$ cat src/rtl/updn_tmr_pkg.sv
package updn_tmr_pkg;

  localparam int MODE_W = 3;

  typedef enum logic [MODE_W-1:0] {
    MODE_NORMAL   = 3'd0,
    MODE_DUAL_MAX = 3'd1,
    MODE_CLR_CMP  = 3'd2,
    MODE_RAMP_MAX = 3'd3,
    MODE_RSV4     = 3'd4,
    MODE_DUAL_CMP = 3'd5,
    MODE_RSV6     = 3'd6,
    MODE_RAMP_CMP = 3'd7
  } waveMode_e;

  typedef struct packed {
    logic loadCnt;
    logic clrCnt;
    logic incCnt;
    logic decCnt;
    logic goDown;
    logic goUp;
    logic setOvf;
    logic clrOvf;
  } tmrStrobe_t;

  function automatic logic isDual(input logic [MODE_W-1:0] m);
    return (m == MODE_DUAL_MAX) || (m == MODE_DUAL_CMP);
  endfunction

  function automatic logic isRamp(input logic [MODE_W-1:0] m);
    return (m == MODE_RAMP_MAX) || (m == MODE_RAMP_CMP);
  endfunction

  function automatic logic usesCmpTop(input logic [MODE_W-1:0] m);
    return (m == MODE_CLR_CMP) || (m == MODE_DUAL_CMP) || (m == MODE_RAMP_CMP);
  endfunction

endpackage

$ cat src/rtl/updn_tmr_ctrl.sv
module updn_tmr_ctrl
  import updn_tmr_pkg::*;
#(
  parameter int WIDTH = 8
) (
  input  logic              tick,
  input  logic [2:0]        clkSel,
  input  logic [MODE_W-1:0] waveMode,
  input  logic [WIDTH-1:0]  cmpA,
  input  logic              ovfAck,
  input  logic              regWrEn,
  input  logic              regAddr,
  input  logic [WIDTH-1:0]  regWrData,
  input  logic [WIDTH-1:0]  cntQ,
  input  logic              downQ,
  output logic [WIDTH-1:0]  topVal,
  output tmrStrobe_t        stb
);

  localparam logic [WIDTH-1:0] MAXV = {WIDTH{1'b1}};
  localparam logic [WIDTH-1:0] ZERO = '0;
  localparam logic [WIDTH-1:0] ONE  = WIDTH'(1);

  logic tickOk;
  logic wrCnt;
  logic wrStat;
  logic runTick;

  assign tickOk  = tick && (clkSel != 3'd0);
  assign wrCnt   = regWrEn && (regAddr == 1'b0);
  assign wrStat  = regWrEn && (regAddr == 1'b1);
  assign runTick = tickOk && !wrCnt;
  assign topVal  = usesCmpTop(waveMode) ? cmpA : MAXV;

  always_comb begin
    stb = '0;
    stb.loadCnt = wrCnt;
    stb.clrOvf  = (wrStat && regWrData[0]) || ovfAck;
    if (runTick) begin
      if (isDual(waveMode)) begin
        if (!downQ) begin
          if (cntQ >= topVal) begin
            stb.goDown = 1'b1;
            stb.decCnt = (cntQ != ZERO);
          end else begin
            stb.incCnt = 1'b1;
          end
        end else begin
          if (cntQ == ZERO) begin
            stb.goUp   = 1'b1;
            stb.incCnt = (topVal != ZERO);
          end else begin
            stb.decCnt = 1'b1;
            stb.setOvf = (cntQ == ONE);
          end
        end
      end else begin
        stb.goUp = downQ;
        if (isRamp(waveMode)) begin
          if (cntQ == topVal) begin
            stb.clrCnt = 1'b1;
            stb.setOvf = 1'b1;
          end else begin
            stb.incCnt = 1'b1;
          end
        end else if (waveMode == MODE_CLR_CMP) begin
          stb.clrCnt = (cntQ == topVal);
          stb.incCnt = (cntQ != topVal);
          stb.setOvf = (cntQ == MAXV);
        end else begin
          stb.incCnt = 1'b1;
          stb.setOvf = (cntQ == MAXV);
        end
      end
    end
  end

endmodule

$ cat src/rtl/updn_tmr_dpath.sv
module updn_tmr_dpath
  import updn_tmr_pkg::*;
#(
  parameter int WIDTH = 8
) (
  input  logic             clk,
  input  logic             rstN,
  input  tmrStrobe_t       stb,
  input  logic [WIDTH-1:0] regWrData,
  input  logic             regAddr,
  input  logic [WIDTH-1:0] topVal,
  output logic [WIDTH-1:0] cntQ,
  output logic             downQ,
  output logic             flagQ,
  output logic [WIDTH-1:0] rdData,
  output logic             topHit,
  output logic             bottomHit
);

  localparam logic [WIDTH-1:0] ONE = WIDTH'(1);

  always_ff @(posedge clk or negedge rstN) begin
    if (!rstN) begin
      cntQ <= '0;
    end else if (stb.loadCnt) begin
      cntQ <= regWrData;
    end else if (stb.clrCnt) begin
      cntQ <= '0;
    end else if (stb.incCnt) begin
      cntQ <= cntQ + ONE;
    end else if (stb.decCnt) begin
      cntQ <= cntQ - ONE;
    end
  end

  always_ff @(posedge clk or negedge rstN) begin
    if (!rstN) begin
      downQ <= 1'b0;
    end else if (stb.goDown) begin
      downQ <= 1'b1;
    end else if (stb.goUp) begin
      downQ <= 1'b0;
    end
  end

  always_ff @(posedge clk or negedge rstN) begin
    if (!rstN) begin
      flagQ <= 1'b0;
    end else if (stb.setOvf) begin
      flagQ <= 1'b1;
    end else if (stb.clrOvf) begin
      flagQ <= 1'b0;
    end
  end

  assign rdData    = regAddr ? {{(WIDTH-1){1'b0}}, flagQ} : cntQ;
  assign topHit    = (cntQ == topVal);
  assign bottomHit = (cntQ == '0);

endmodule

$ cat src/rtl/updn_timer.sv
module updn_timer
  import updn_tmr_pkg::*;
#(
  parameter int WIDTH = 8
) (
  input  logic             clk,
  input  logic             rstN,
  input  logic             tick,
  input  logic [2:0]       clkSel,
  input  logic [2:0]       waveMode,
  input  logic [WIDTH-1:0] cmpA,
  input  logic             ovfAck,
  input  logic             regWrEn,
  input  logic             regAddr,
  input  logic [WIDTH-1:0] regWrData,
  output logic [WIDTH-1:0] regRdData,
  output logic [WIDTH-1:0] count,
  output logic             countDown,
  output logic             atTop,
  output logic             atBottom,
  output logic             ovfFlag
);

  tmrStrobe_t       stb;
  logic [WIDTH-1:0] cntQ;
  logic [WIDTH-1:0] topVal;
  logic             downQ;
  logic             flagQ;

  updn_tmr_ctrl #(.WIDTH(WIDTH)) uCtrl (
    .tick      (tick),
    .clkSel    (clkSel),
    .waveMode  (waveMode),
    .cmpA      (cmpA),
    .ovfAck    (ovfAck),
    .regWrEn   (regWrEn),
    .regAddr   (regAddr),
    .regWrData (regWrData),
    .cntQ      (cntQ),
    .downQ     (downQ),
    .topVal    (topVal),
    .stb       (stb)
  );

  updn_tmr_dpath #(.WIDTH(WIDTH)) uDpath (
    .clk       (clk),
    .rstN      (rstN),
    .stb       (stb),
    .regWrData (regWrData),
    .regAddr   (regAddr),
    .topVal    (topVal),
    .cntQ      (cntQ),
    .downQ     (downQ),
    .flagQ     (flagQ),
    .rdData    (regRdData),
    .topHit    (atTop),
    .bottomHit (atBottom)
  );

  assign count     = cntQ;
  assign countDown = downQ;
  assign ovfFlag   = flagQ;

endmodule

$ cat config.mk
export PLATFORM = sky130hd
export DESIGN_NAME = updn_timer
export DESIGN_NICKNAME = d
export VERILOG_FILES = /design/src/rtl/updn_tmr_pkg.sv /design/src/rtl/updn_tmr_ctrl.sv /design/src/rtl/updn_tmr_dpath.sv /design/src/rtl/updn_timer.sv
export SDC_FILE = /design/constraint.sdc
export NUM_CORES = 1
export LEC_CHECK = 0
export CORE_MARGIN = 8
export CORE_UTILIZATION = 30
export CTS_BUF_LIST = sky130_fd_sc_hd__clkbuf_16
export DETAILED_ROUTE_END_ITERATION = 8
export DONT_BUFFER_PORTS = 1
export PLACE_DENSITY = 0.44
export REMOVE_ABC_BUFFERS = 1
export SLEW_MARGIN = 20
export SYNTH_ARGS = -nofsm -noshare
export SYNTH_HDL_FRONTEND = slang
export SYNTH_SLANG_ARGS = --single-unit
$ cat constraint.sdc
create_clock -name clk -period 4.7 [get_ports clk]
set_input_delay 0.94 -clock clk [delete_from_list [all_inputs] [get_ports clk]]
set_output_delay 0.94 -clock clk [all_outputs]
set_load 0.02 [all_outputs]
After elaboration in Yosys (flattened, before gate mapping)
Cells that the tools add are included.
{"block": "totals", "ff_bits": 10, "latch_bits": 0, "ramBits": 0, "romBits": 0, "out_inout_bits": 20, "memories": 0}
{"block": "op_classes", "add_sub_neg": 2, "multipliers": 0, "div": 0, "order_cmp": 1, "eq_ne": 9, "shift": 0, "muxes": 30, "bitwise": 1, "n_reduce_logical": 18}
{"cell": "$mux W8", "count": 6}
{"cell": "$mux W1", "count": 17}
{"cell": "$reduce_bool A8 Y1", "count": 2}
{"cell": "$mux W2", "count": 6}
{"cell": "$add A8 B1 Y8 const B", "count": 1}
{"cell": "$eq A8 B1 Y1 const B", "count": 1}
{"cell": "$eq A8 B8 Y1", "count": 1}
{"cell": "$eq A8 B8 Y1 const B", "count": 1}
{"cell": "$ge A8 B8 Y1", "count": 1}
{"cell": "$logic_not A8 Y1", "count": 1}
{"cell": "$ne A8 B8 Y1", "count": 1}
{"cell": "$sub A8 B1 Y8 const B", "count": 1}
{"cell": "$eq A3 B2 Y1 const B", "count": 2}
{"cell": "$eq A3 B3 Y1 const B", "count": 2}
{"cell": "$mux W6", "count": 1}
{"cell": "$logic_and A1 B1 Y1", "count": 5}
{"cell": "$logic_or A1 B1 Y1", "count": 5}
{"cell": "$reduce_bool A2 Y1", "count": 2}
{"cell": "$reduce_bool A4 Y1", "count": 1}
{"cell": "$eq A3 B1 Y1 const B", "count": 1}
{"cell": "$reduce_bool A3 Y1", "count": 1}
{"cell": "$logic_not A1 Y1", "count": 1}
{"cell": "$not A1 Y1", "count": 1}

Longest topological paths before layout
Gate-level depths: netlist of run 1.
{"block": "logic_depth", "ltp_word": 13, "ltp_mapped": 11, "mapped_depth_nobuf": 11}

Hierarchy
Synthesis of run 1 repeated with hierarchy kept, for this count alone.
{"block": "unflattened", "hier_cells": 180, "area_unflattened_um2": 1361.3}
{"mod": "updn_tmr_dpath", "instances": 1, "cells_each": 110, "area_each_um2": 892.1}
{"mod": "updn_tmr_ctrl", "instances": 1, "cells_each": 70, "area_each_um2": 469.2}

Worst setup path after synthesis of run 1
OpenSTA, ideal clock, no wires.
{"block": "synth_path", "path_kind": "input-to-reg", "start": "in waveMode[2]", "end": "reg uDpath.cntQ[7]", "t_arrival_ns": 3.661, "path_slack_ns": 0.909, "path_stages": 11, "path_buffers": 0, "cell_sequence": "nor3b_1 nor2_1 or2_2 ha_1 nand2b_4 a2111o_1 a2111oi_4 o21ai_4 mux2_4 a211oi_1 nor3_2"}
{"block": "synth_via", "elab_chain_len": 12, "word_cells_on_any_way": 31, "classes_between": "1 x order compare; 7 x eq/ne; 17 x mux; 6 x reduce/logical"}
{"item": "start, declared", "line_no": "updn_timer.sv:10", "rtl": "input logic [2:0] waveMode,"}
{"item": "$eq A3 B2 Y1 / $eq A3 B3 Y1 (equally long branches)", "line_no": "updn_tmr_pkg.sv:36, updn_tmr_ctrl.sv:66, updn_tmr_pkg.sv:28"}
{"item": "$logic_or A1 B1 Y1 (2 in a row)", "line_no": "updn_tmr_pkg.sv:36", "rtl": "return (m == MODE_CLR_CMP) || (m == MODE_DUAL_CMP) || (m == MODE_RAMP_CMP);"}
{"item": "$mux W8", "line_no": "updn_tmr_ctrl.sv:33", "rtl": "assign topVal = usesCmpTop(waveMode) ? cmpA : MAXV;"}
{"item": "$ge A8 B8 Y1, or another cell as far along", "line_no": "updn_tmr_ctrl.sv:42", "rtl": "if (cntQ >= topVal) begin"}
{"item": "$mux W1, on equally long branches"}
{"item": "$mux W2, on equally long branches", "line_no": "updn_tmr_ctrl.sv:41, updn_tmr_ctrl.sv:59"}
{"item": "$mux W1", "line_no": "updn_tmr_ctrl.sv:40", "rtl": "if (isDual(waveMode)) begin"}
{"item": "$mux W6 (*)", "line_no": "updn_tmr_ctrl.sv:39", "rtl": "if (runTick) begin"}
{"item": "$mux W8", "line_no": "updn_tmr_dpath.sv:29", "rtl": "end else if (stb.incCnt) begin"}
{"item": "$mux W8", "line_no": "updn_tmr_dpath.sv:27", "rtl": "end else if (stb.clrCnt) begin"}
{"item": "$mux W8", "line_no": "updn_tmr_dpath.sv:25", "rtl": "end else if (stb.loadCnt) begin"}
{"item": "end signal, assigned", "line_no": "updn_tmr_dpath.sv:26", "rtl": "cntQ <= regWrData;"}
{"item": "end signal, assigned", "line_no": "updn_tmr_dpath.sv:30", "rtl": "cntQ <= cntQ + ONE;"}
{"item": "end signal, assigned", "line_no": "updn_tmr_dpath.sv:32", "rtl": "cntQ <= cntQ - ONE;"}
{"item": "end, declared", "line_no": "updn_tmr_dpath.sv:12", "rtl": "output logic [WIDTH-1:0] cntQ,"}
Every way passes the cells marked *; elsewhere a longest branch is shown, timed or not.
A chain may end at the register's enable or synchronous reset.

Worst setup path in the final report of run 1
Ends and elaborated chain as after synthesis.

==> run metrics, run 1 <==
GRT Total Usage 13.49%; num rows 23; max-slew violation count 0; CTS tree yes; Starting Density 31.51%; top-area cell type share of the netlist area 19.57%; Worst R2R Start uDpath.cntQ[0]; post-synthesis cell area 1279 um2; critical path peak fanout 10; outcome completed; post-route DRC violation count 0; Layout Skew 0.002859 ns; peak supply drop slightly below 0.0002 V; Post-CTS Hold Buffers 0; Distinct cells, synth 48; Maximum Capacitance Violations 0; Finished Cell Area 1413 um2; DR pass1 iterations 5; cts bufs inserted 3; crit-path cells nor3b_1 > nor2_1 > or2_2 > ha_1 > nand2b_4 > a2111o_1 > a2111oi_4 > o21ai_4 > mux2_4 > a211oi_1 > nor3_2; Critical Path RT 4.81 ns; first-pass GRT wire length 6927 um; Synth area leader dfrtp_1; asr flop ratio synth 100.0%; layout cells sized above 1 about 11%; Synth Area per Inst 7.845 um2; vias in the first global route about 1.4k; Antenna Nets Post-Route 0; max incr delay on CP approximately 0.45 ns; Reg power frac between 30 and 40%; FMAX 265.0 MHz; Worst R2R Path Depth 9; P per Cell Area 351.3 nW/um2; static leakage 0.5898 nW; setup tns final 0 ns; largest net degree at the start of global routing 13; area growth from synthesis to layout 10.47%; ranking of synthesized cells by area dfrtp_1 (20%), ha_1 (12%), nor2_1 (5.9%); DR iter-0 viols 67; Critical path buffers and inverters 0; max_slew headroom 49.15%; Avg WL per Cell 20.50 um; startpoint types input port; synth warn 0; H-tree Lvls 1; Hold Fails Final Rpt 0; via count 1288; DP Wirelength 3491 um; initial antenna violation count 0; sequential area share after synthesis 19.57%; Die X-Extent 81.29 um; Core Area 4058 um2; CP endpoint kind flop; n_diodes 0; Clock transition at path regs 0.04 ns; die span in y 81.29 um; Setup violations, final 0; RSZ-0062 raised after global routing false; routed vias/inst between 6 and 7; Pint 284.8 uW; postcts setup bufs 0; CP max-delay cell a2111o_1; Synth Flop Type dfrtp_1; Net Sw Frac 42.60%; EDFF count, synth 0; Root Driver clkbuf_16; # port buffers 0; Die ar. 6607 um2; fin nets about 200; post-cts resize count 0; r2r endpoint uDpath.cntQ[7]; class of the worst hold path in -> async; P_sw 211.4 uW; RePlAce Congestion 0.8461; Final min period 3.774 ns; grt ovf 0; Seq cells post-synth 10; kind of cell adding the most delay to the critical path compound AO/OA/AOI/OAI gates; clock sink count 10; CP arrival 3.89 ns; FF-to-FF setup slack 1.47 ns; crit path kind in -> reg; Comb power frac 37.0%; part of the power in the clock network slightly above 30%; post-synthesis instance total 163; WL final 4367 um; placed instance area 1338 um2; Worst-Margin Slew 0.7612 ns; period utilization 80.30%; Bufs on Longest Clock Path 2; clk_lat worst skew 0.24 ns; Top Ports 48
cell usage after synthesis (3+ instances only):
cell type,number
nor2_1,20
nand2_1,15
ha_1,12
nand3_1,11
dfrtp_1,10
nor3_1,8
o21ai_0,8
nor2b_1,7
a21oi_1,6
mux2i_1,6
inv_1,5
nand2b_1,4
buf_2,3
clkbuf_1,3
nand4_1,3
nor4_1,3
state kept, by name, indices dropped and copies added, names as in the netlist:
signal	count
uDpath.downQ	1
uDpath.cntQ	8
uDpath.flagQ	1
through the flow:
| step | std cells | util [%] | hold WS [ns] | setup slack [ns] | power (mW) |
|---|---|---|---|---|---|
| after floorplan | 157 | - | 0.6308 | 0.9094 | 0.2949 |
| after global placement | 210 | 32.96 | 0.6449 | 0.7543 | 0.3455 |
| after detailed placement | 210 | 32.96 | 0.6448 | 0.6902 | 0.3475 |
| after CTS | 213 | 34.81 | 0.3955 | 0.9240 | 0.5003 |
| after global routing | 213 | 34.81 | 0.3903 | 0.7537 | 0.5322 |
| final | 213 | 34.81 | 0.3974 | 0.9260 | 0.4962 |
area by class of cell:
class                      count  area (um2)
tap                           50       62.56
inverter                       5       18.77
timing repair buffer           3       22.52
fill                         435        2645
clock buffer                   3       75.07
sequential                    10       250.2
multi-input combinational    142       983.4
routing by layer:
layer,part of all wire (%),up-vias,track usage (%)
li1,-,608,-
met1,43,616,15.28
met2,48,56,23.55
met3,7.6,8,3.311
met4,1.6,0,5.536
met5,0,-,0
logic make-up after synthesis:
| kind of cell | Yosys count | share of synthesized area, % |
|---|---|---|
| compound gates | 35 | 21.72 |
| flops | 10 | 19.57 |
| fa+ha+maj | 12 | 11.74 |
| simple gates | 85 | 34.93 |
| mux | 10 | 8.512 |
| buf+inv | 11 | 3.522 |
power groups by stage:
stage	combinational [mW]	clock, mW	sequential, mW
3_3_place_gp	0.181	0	0.164
2_1_floorplan	0.145	0	0.150
4_1_cts	0.185	0.153	0.162
6_report	0.184	0.150	0.163
5_1_grt	0.207	0.158	0.167
3_5_place_dp	0.184	0	0.163
how the worst max path moves through the flow:
stage	start	end	cells past startpoint
after floorplan	waveMode[2]	uDpath.cntQ[7]	11
after global placement	waveMode[2]	uDpath.cntQ[7]	11
after detailed placement	waveMode[2]	uDpath.cntQ[7]	11
after CTS	waveMode[2]	uDpath.cntQ[7]	11
after global routing	waveMode[2]	uDpath.cntQ[7]	11
final	waveMode[2]	uDpath.cntQ[7]	11
layout by cell type (no fill, tap or decap), types with 2 or more instances in the layout:
master / synthesis / routed
ha_1: 12 / 12
nor3_1: 8 / 8
nor2_1: 20 / 20
mux2_2: 2 / 2
inv_1: 5 / 5
o221ai_1: 2 / 2
a21oi_1: 6 / 6
nor2b_1: 7 / 7
dfrtp_1: 10 / 10
nand3_1: 11 / 11
nor4_1: 3 / 3
nor4b_1: 2 / 2
a211oi_1: 2 / 2
clkbuf_16: 0 / 3
and2_1: 2 / 2
mux2i_1: 6 / 6
buf_4: 0 / 3
nand4_1: 3 / 3
nand2_1: 15 / 15
o21ai_0: 8 / 8
nand3b_1: 2 / 2
o22ai_1: 2 / 2
nand2b_1: 4 / 4
No activity file was read; power rests on OpenSTA's default activity.
==> inputs of run 2 (changes only) <==
--- a/config.mk
+++ b/config.mk
@@ -10,7 +10,7 @@
 export CTS_BUF_LIST = sky130_fd_sc_hd__clkbuf_16
 export DETAILED_ROUTE_END_ITERATION = 8
 export DONT_BUFFER_PORTS = 1
-export PLACE_DENSITY = 0.44
+export PLACE_DENSITY = 0.45
 export REMOVE_ABC_BUFFERS = 1
 export SLEW_MARGIN = 20
 export SYNTH_ARGS = -nofsm -noshare
==> constraint.sdc (replaced) <==
create_clock -name clk -period 3.4 [get_ports clk]
set_input_delay 0.68 -clock clk [delete_from_list [all_inputs] [get_ports clk]]
set_output_delay 0.68 -clock clk [all_outputs]
set_load 0.02 [all_outputs]
==> run 2 against run 1 <==
  * Register-to-register slack worse by 0.92 ns
  * Wire length is 5.4% higher
  * Worst hold slack worse by 0.26 ns
  * Non-clock buffer count is 11 higher
  * First-iteration DRC count is 16% lower
  * Critical path type unchanged
  * Clock-buffer cell count stayed put
  * Sequential share of layout area is 1.2 points lower
  * Sequential power is 14% higher
  * Largest power group unchanged
  * Highest routed layer unchanged
  * Combinational power is 79% higher
  * Final cell count is 5.2% higher
  * Critical path depth is 1 higher
==> run metrics, run 2 (synthesis results as in run 1) <==
r2r endpoint uDpath.cntQ[2]; critical path peak fanout 7; # port buffers 0; P per Cell Area 477.4 nW/um2; area growth from synthesis to layout 18.79%; first-pass GRT wire length 7120 um; Hold WS 0.1356 ns; fin nets 216; max_slew headroom between 50 and 60%; post-route insts no fill 224; initial antenna violation count 0; Die ar. 6607 um2; class of the worst hold path in -> async; layout cells sized above 1 a little under a fifth; Hold Fails Final Rpt 0; FMAX 308.4 MHz; Final min period around 3.2 ns; Overall Power 725.2 uW; Layout Skew a little over 0.004 ns; RePlAce Congestion 0.8135; cts bufs inserted 3; clock sink count 10; Core Area 4058 um2; Avg WL per Cell 20.56 um; CP endpoint kind flop; max-slew violation count 0; num rows 23; postcts setup bufs 0; Antenna Nets Post-Route 0; FF-to-FF setup slack 0.55 ns; Setup violations, final 0; DR pass1 iterations 6; number of flip-flops in the largest register 8; DP Wirelength 3712 um; period utilization 95.36%; grt met2 use 24.18%; Bufs on Longest Clock Path 2; DR iter-0 viols 56; crit-path cells nor3b_4 > nor2_1 > or2_2 > ha_1 > nand2b_4 > a2111o_1 > a2111oi_4 > o21ai_4 > buf_4 > mux2i_2 > nor3_1 > a311oi_1; largest net degree at the start of global routing 13; Final Util 37.43%; most frequent cells in the layout nor2_1 (20), nand2_1 (15), buf_4 (14); Starting Density 31.51%; Die X-Extent 81.29 um; startpoint types input port; gr busiest metal met2; CTS tree yes; GR met1 Demand/Resource 15.26%; crit path kind in -> reg; peak supply drop 0.0002552 V; CP arrival 3.38 ns; Worst R2R Path Depth 10; largest register by flop count uDpath.cntQ; placed cells between 200 and 250; GRT Total Usage 13.80%; Worst R2R Start uDpath.cntQ[0]; largest registers uDpath.cntQ (8), uDpath.downQ (1), uDpath.flagQ (1); Top Ports between 40 and 50; WL final 4605 um; commonest non-fill, non-tap cell in the layout nor2_1; RSZ-0062 raised after global routing false; Clock transition at path regs roughly 0.040 ns; die span in y 81.29 um; max incr delay on CP about 0.46 ns; H-tree Lvls 1; static leakage 0.6417 nW; outcome completed; Worst-Margin Slew 0.7095 ns; routed vias/inst 5.960; post-route DRC violation count 0; n_diodes 0; Critical Path RT 3.54 ns; Maximum Capacitance Violations 0; CP max-delay cell a2111oi_4; Post-CTS Hold Buffers 0; Root Driver clkbuf_16; clk_lat worst skew 0.24 ns; M3 GR Usage 4.194%; grt ovf 0; vias in the first global route between 1k and 1.5k; via count 1335
## run 2: how the worst max path moves through the flow
stage                            from             end  slack, ns
after global placement    waveMode[2]  uDpath.cntQ[2]      -0.18
after floorplan           waveMode[2]  uDpath.cntQ[7]      -0.13
after global routing      waveMode[2]  uDpath.cntQ[6]      0.007
after CTS                 waveMode[2]  uDpath.cntQ[2]       0.03
after detailed placement  waveMode[2]  uDpath.cntQ[2]      -0.19
final                     waveMode[2]  uDpath.cntQ[2]       0.16
## run 2: per-stage QoR
step / TNS (ns) / setup slack, ns / instance area, um2
floorplan: -0.2275 / -0.1306 / 1252
global placement: -0.7700 / -0.1796 / 1420
detailed placement: -1.000 / -0.1908 / 1420
CTS: 0 / 0.03464 / 1495
global route: 0 / 0.007106 / 1519
finish: 0 / 0.1577 / 1519
## run 2: final cells by class
class                   instances  area [um2]
clock buffers                   3       75.07
fillers                       423        2539
flip-flops and latches         10       250.2
well taps                      50       62.56
multi-input cells             142        1007
repair buffers                 14       105.1
inverters                       5       18.77
## run 2: critical path, delay by kind of cell
kind	cells	cell delay (ns)
muxes	1	0.19
and+or+nand+nor	5	0.75
adders and majority gates	1	0.30
AOI/OAI and AO/OA	4	1.26
buffers and inverters	1	0.18
## run 2: what timing repair did
item,CTS,global route
endpoints found under the hold margin,0,0
endpoints found under the setup margin,0,8
resized for setup,0,5
## run 2: per-layer routing
layer / vias to the layer above / routed length, um / share of wire (%)
met2: 52 / 2213 / 48
met4: 0 / 87 / 1.9
met5: - / 0 / 0
met3: 8 / 434 / 9.4
li1: 623 / - / -
met1: 652 / 1870 / 41
## run 2: power by group
part / internal, mW / switching [mW]
Sequential: 0.140 / 0.0458
Combinational: 0.126 / 0.204
Clock: 0.153 / 0.0563
==> inputs of run 3 (changes only) <==
--- a/config.mk
+++ b/config.mk
@@ -5,7 +5,7 @@
 export SDC_FILE = /design/constraint.sdc
 export NUM_CORES = 1
 export LEC_CHECK = 0
-export CORE_MARGIN = 8
+export CORE_MARGIN = 3
 export CORE_UTILIZATION = 30
 export CTS_BUF_LIST = sky130_fd_sc_hd__clkbuf_16
 export DETAILED_ROUTE_END_ITERATION = 8
==> run 3 against run 2 <==
  * Worst hold slack about the same
  * Sequential power rose by 4%
  * First-iteration DRC count rose by 16%
  * Design area up 4.0%
  * Critical path depth is 1 higher
  * Global-route usage up 4.3 points
  * Largest cell class unchanged
==> run metrics, run 3 (synthesis results as in run 1) <==
num rows 23; Avg WL per Cell between 15 and 20 um; Die X-Extent slightly above 70 um; DR pass1 iterations 4; Clock transition at path regs approximately 0.05 ns; n_diodes 0; CTS tree yes; DR iter-0 viols 65; initial antenna violation count 0; WL final 4452 um; Starting Density 31.51%; vias in the first global route 1397; area growth from synthesis to layout 23.48%; Die ar. 5082 um2; routed vias/inst a little under 6; number of flip-flops in the largest register 8; P per Cell Area around 470 nW/um2; Critical Path RT approximately 3.5 ns; Worst R2R Start uDpath.cntQ[1]; Root Driver clkbuf_16; Layout Skew about 0.0052 ns; clk_lat worst skew 0.24 ns; commonest non-fill, non-tap cell in the layout nor2_1; Worst Setup SP waveMode[2]; max_slew headroom 56.64%; layout cells sized above 1 21.11%; Overall Power 738.3 uW; static leakage between 0.6 and 0.7 nW; H-tree Lvls 1; grt ovf 0; CP arrival 3.31 ns; max-slew violation count 0; largest registers uDpath.cntQ (8), uDpath.downQ (1), uDpath.flagQ (1); via count 1339; crit path kind in -> reg; GRT Total Usage ~18%; startpoint types input port; most frequent cells in the layout nor2_1 (20), buf_4 (17), nand2_1 (15); Hold WS 0.1358 ns; class of the worst hold path in -> async; Antenna Nets Post-Route 0; CP endpoint kind flop; peak supply drop 0.0001858 V; FMAX 314.3 MHz; CP max-delay cell a2111o_1; fin nets 221; RePlAce Congestion 0.8110; clock sink count 10; DP Wirelength 3561 um; critical path peak fanout 7; RSZ-0062 raised after global routing false; period utilization 93.59%; Setup violations, final 0; Worst-Margin Slew 0.6435 ns; Core Area slightly above 4000 um2; largest net degree at the start of global routing 13; Final min period 3.182 ns; Top Ports 48; Post-CTS Hold Buffers 0; first-pass GRT wire length between 7000 and 8000 um; largest register by flop count uDpath.cntQ; Maximum Capacitance Violations 0; Bufs on Longest Clock Path 2; # port buffers 0; post-route DRC violation count 0; crit-path cells nor3b_2 > nor2_1 > or2_2 > ha_4 > nand2b_4 > a2111o_1 > a2111oi_4 > buf_4 > o21ai_4 > buf_6 > mux2i_4 > nor3_1 > a311oi_1; die span in y approximately 71 um; setup tns final 0 ns; Final Util 38.91%; Hold Fails Final Rpt 0; outcome completed; max incr delay on CP slightly below 0.4 ns; cts bufs inserted 3
[run 3: cell count changes in the layout (fill, tap and decap cells not counted), sizes merged]
| cell | previous run | this run |
|---|---|---|
| buf | 14 | 19 |
| clkinv | 0 | 1 |
[run 3: final cells by class]
type	count	area, um2
clock buffers	3	75.07
clock inverters	1	3.754
fillers	430	2479
inverters	5	18.77
multi-input cells	142	1018
flip-flops and latches	10	250.2
well taps	50	62.56
repair buffers	19	150.1
[run 3: power by group]
part	switching (mW)	total, mW	internal, mW
Sequential	0.0541	0.194	0.140
Combinational	0.196	0.331	0.135
Clock	0.0586	0.213	0.155
[run 3: what timing repair did]
action,4_1_cts,5_1_grt
pin swaps,3,3
endpoints found under the hold margin,0,0
setup buffers,1,4
resized for setup,1,6
endpoints found under the setup margin,1,4
[run 3: final timing paths]
| path | to | slack [ns] | depth (start not counted) |
|---|---|---|---|
| worst max-delay path | uDpath.cntQ[2] | 0.22 | 13 |
| worst min-delay path | uDpath.cntQ[2] | 0.14 | 0 |
| worst max register to register | uDpath.cntQ[2] | 0.53 | 10 |
| worst min register to register | uDpath.flagQ | 0.68 | 2 |
| max in group asynchronous | uDpath.cntQ[7] | 3.19 | 0 |
| min in group clk | uDpath.cntQ[4] | 0.61 | 2 |
[run 3: stage by stage]
step	cells	cell area [um2]	setup WS (ns)
2_1_floorplan	157	1252	-0.1306
3_3_place_gp	221	1420	-0.1823
3_5_place_dp	221	1420	-0.2803
4_1_cts	226	1511	0.009379
5_1_grt	230	1579	0.02826
6_report	230	1579	0.2179
[run 3: routing by layer]
| layer | vias to the layer above | wire [um] | GRT usage (%) |
|---|---|---|---|
| met1 | 637 | 1783 | 22.13 |
| met2 | 55 | 2135 | 30.20 |
| met4 | 0 | 127 | 7.098 |
| met3 | 10 | 405 | 4.628 |
| met5 | - | 0 | 0 |
| li1 | 637 | - | - |
[run 3: critical path, delay by kind of cell]
family / cells / cell delay, ns
AO/OA/AOI/OAI: 4 / 1.13
adder cells (fa/ha/maj): 1 / 0.22
buffers and inverters: 2 / 0.36
AND/OR/NAND/NOR: 5 / 0.76
multiplexers: 1 / 0.16
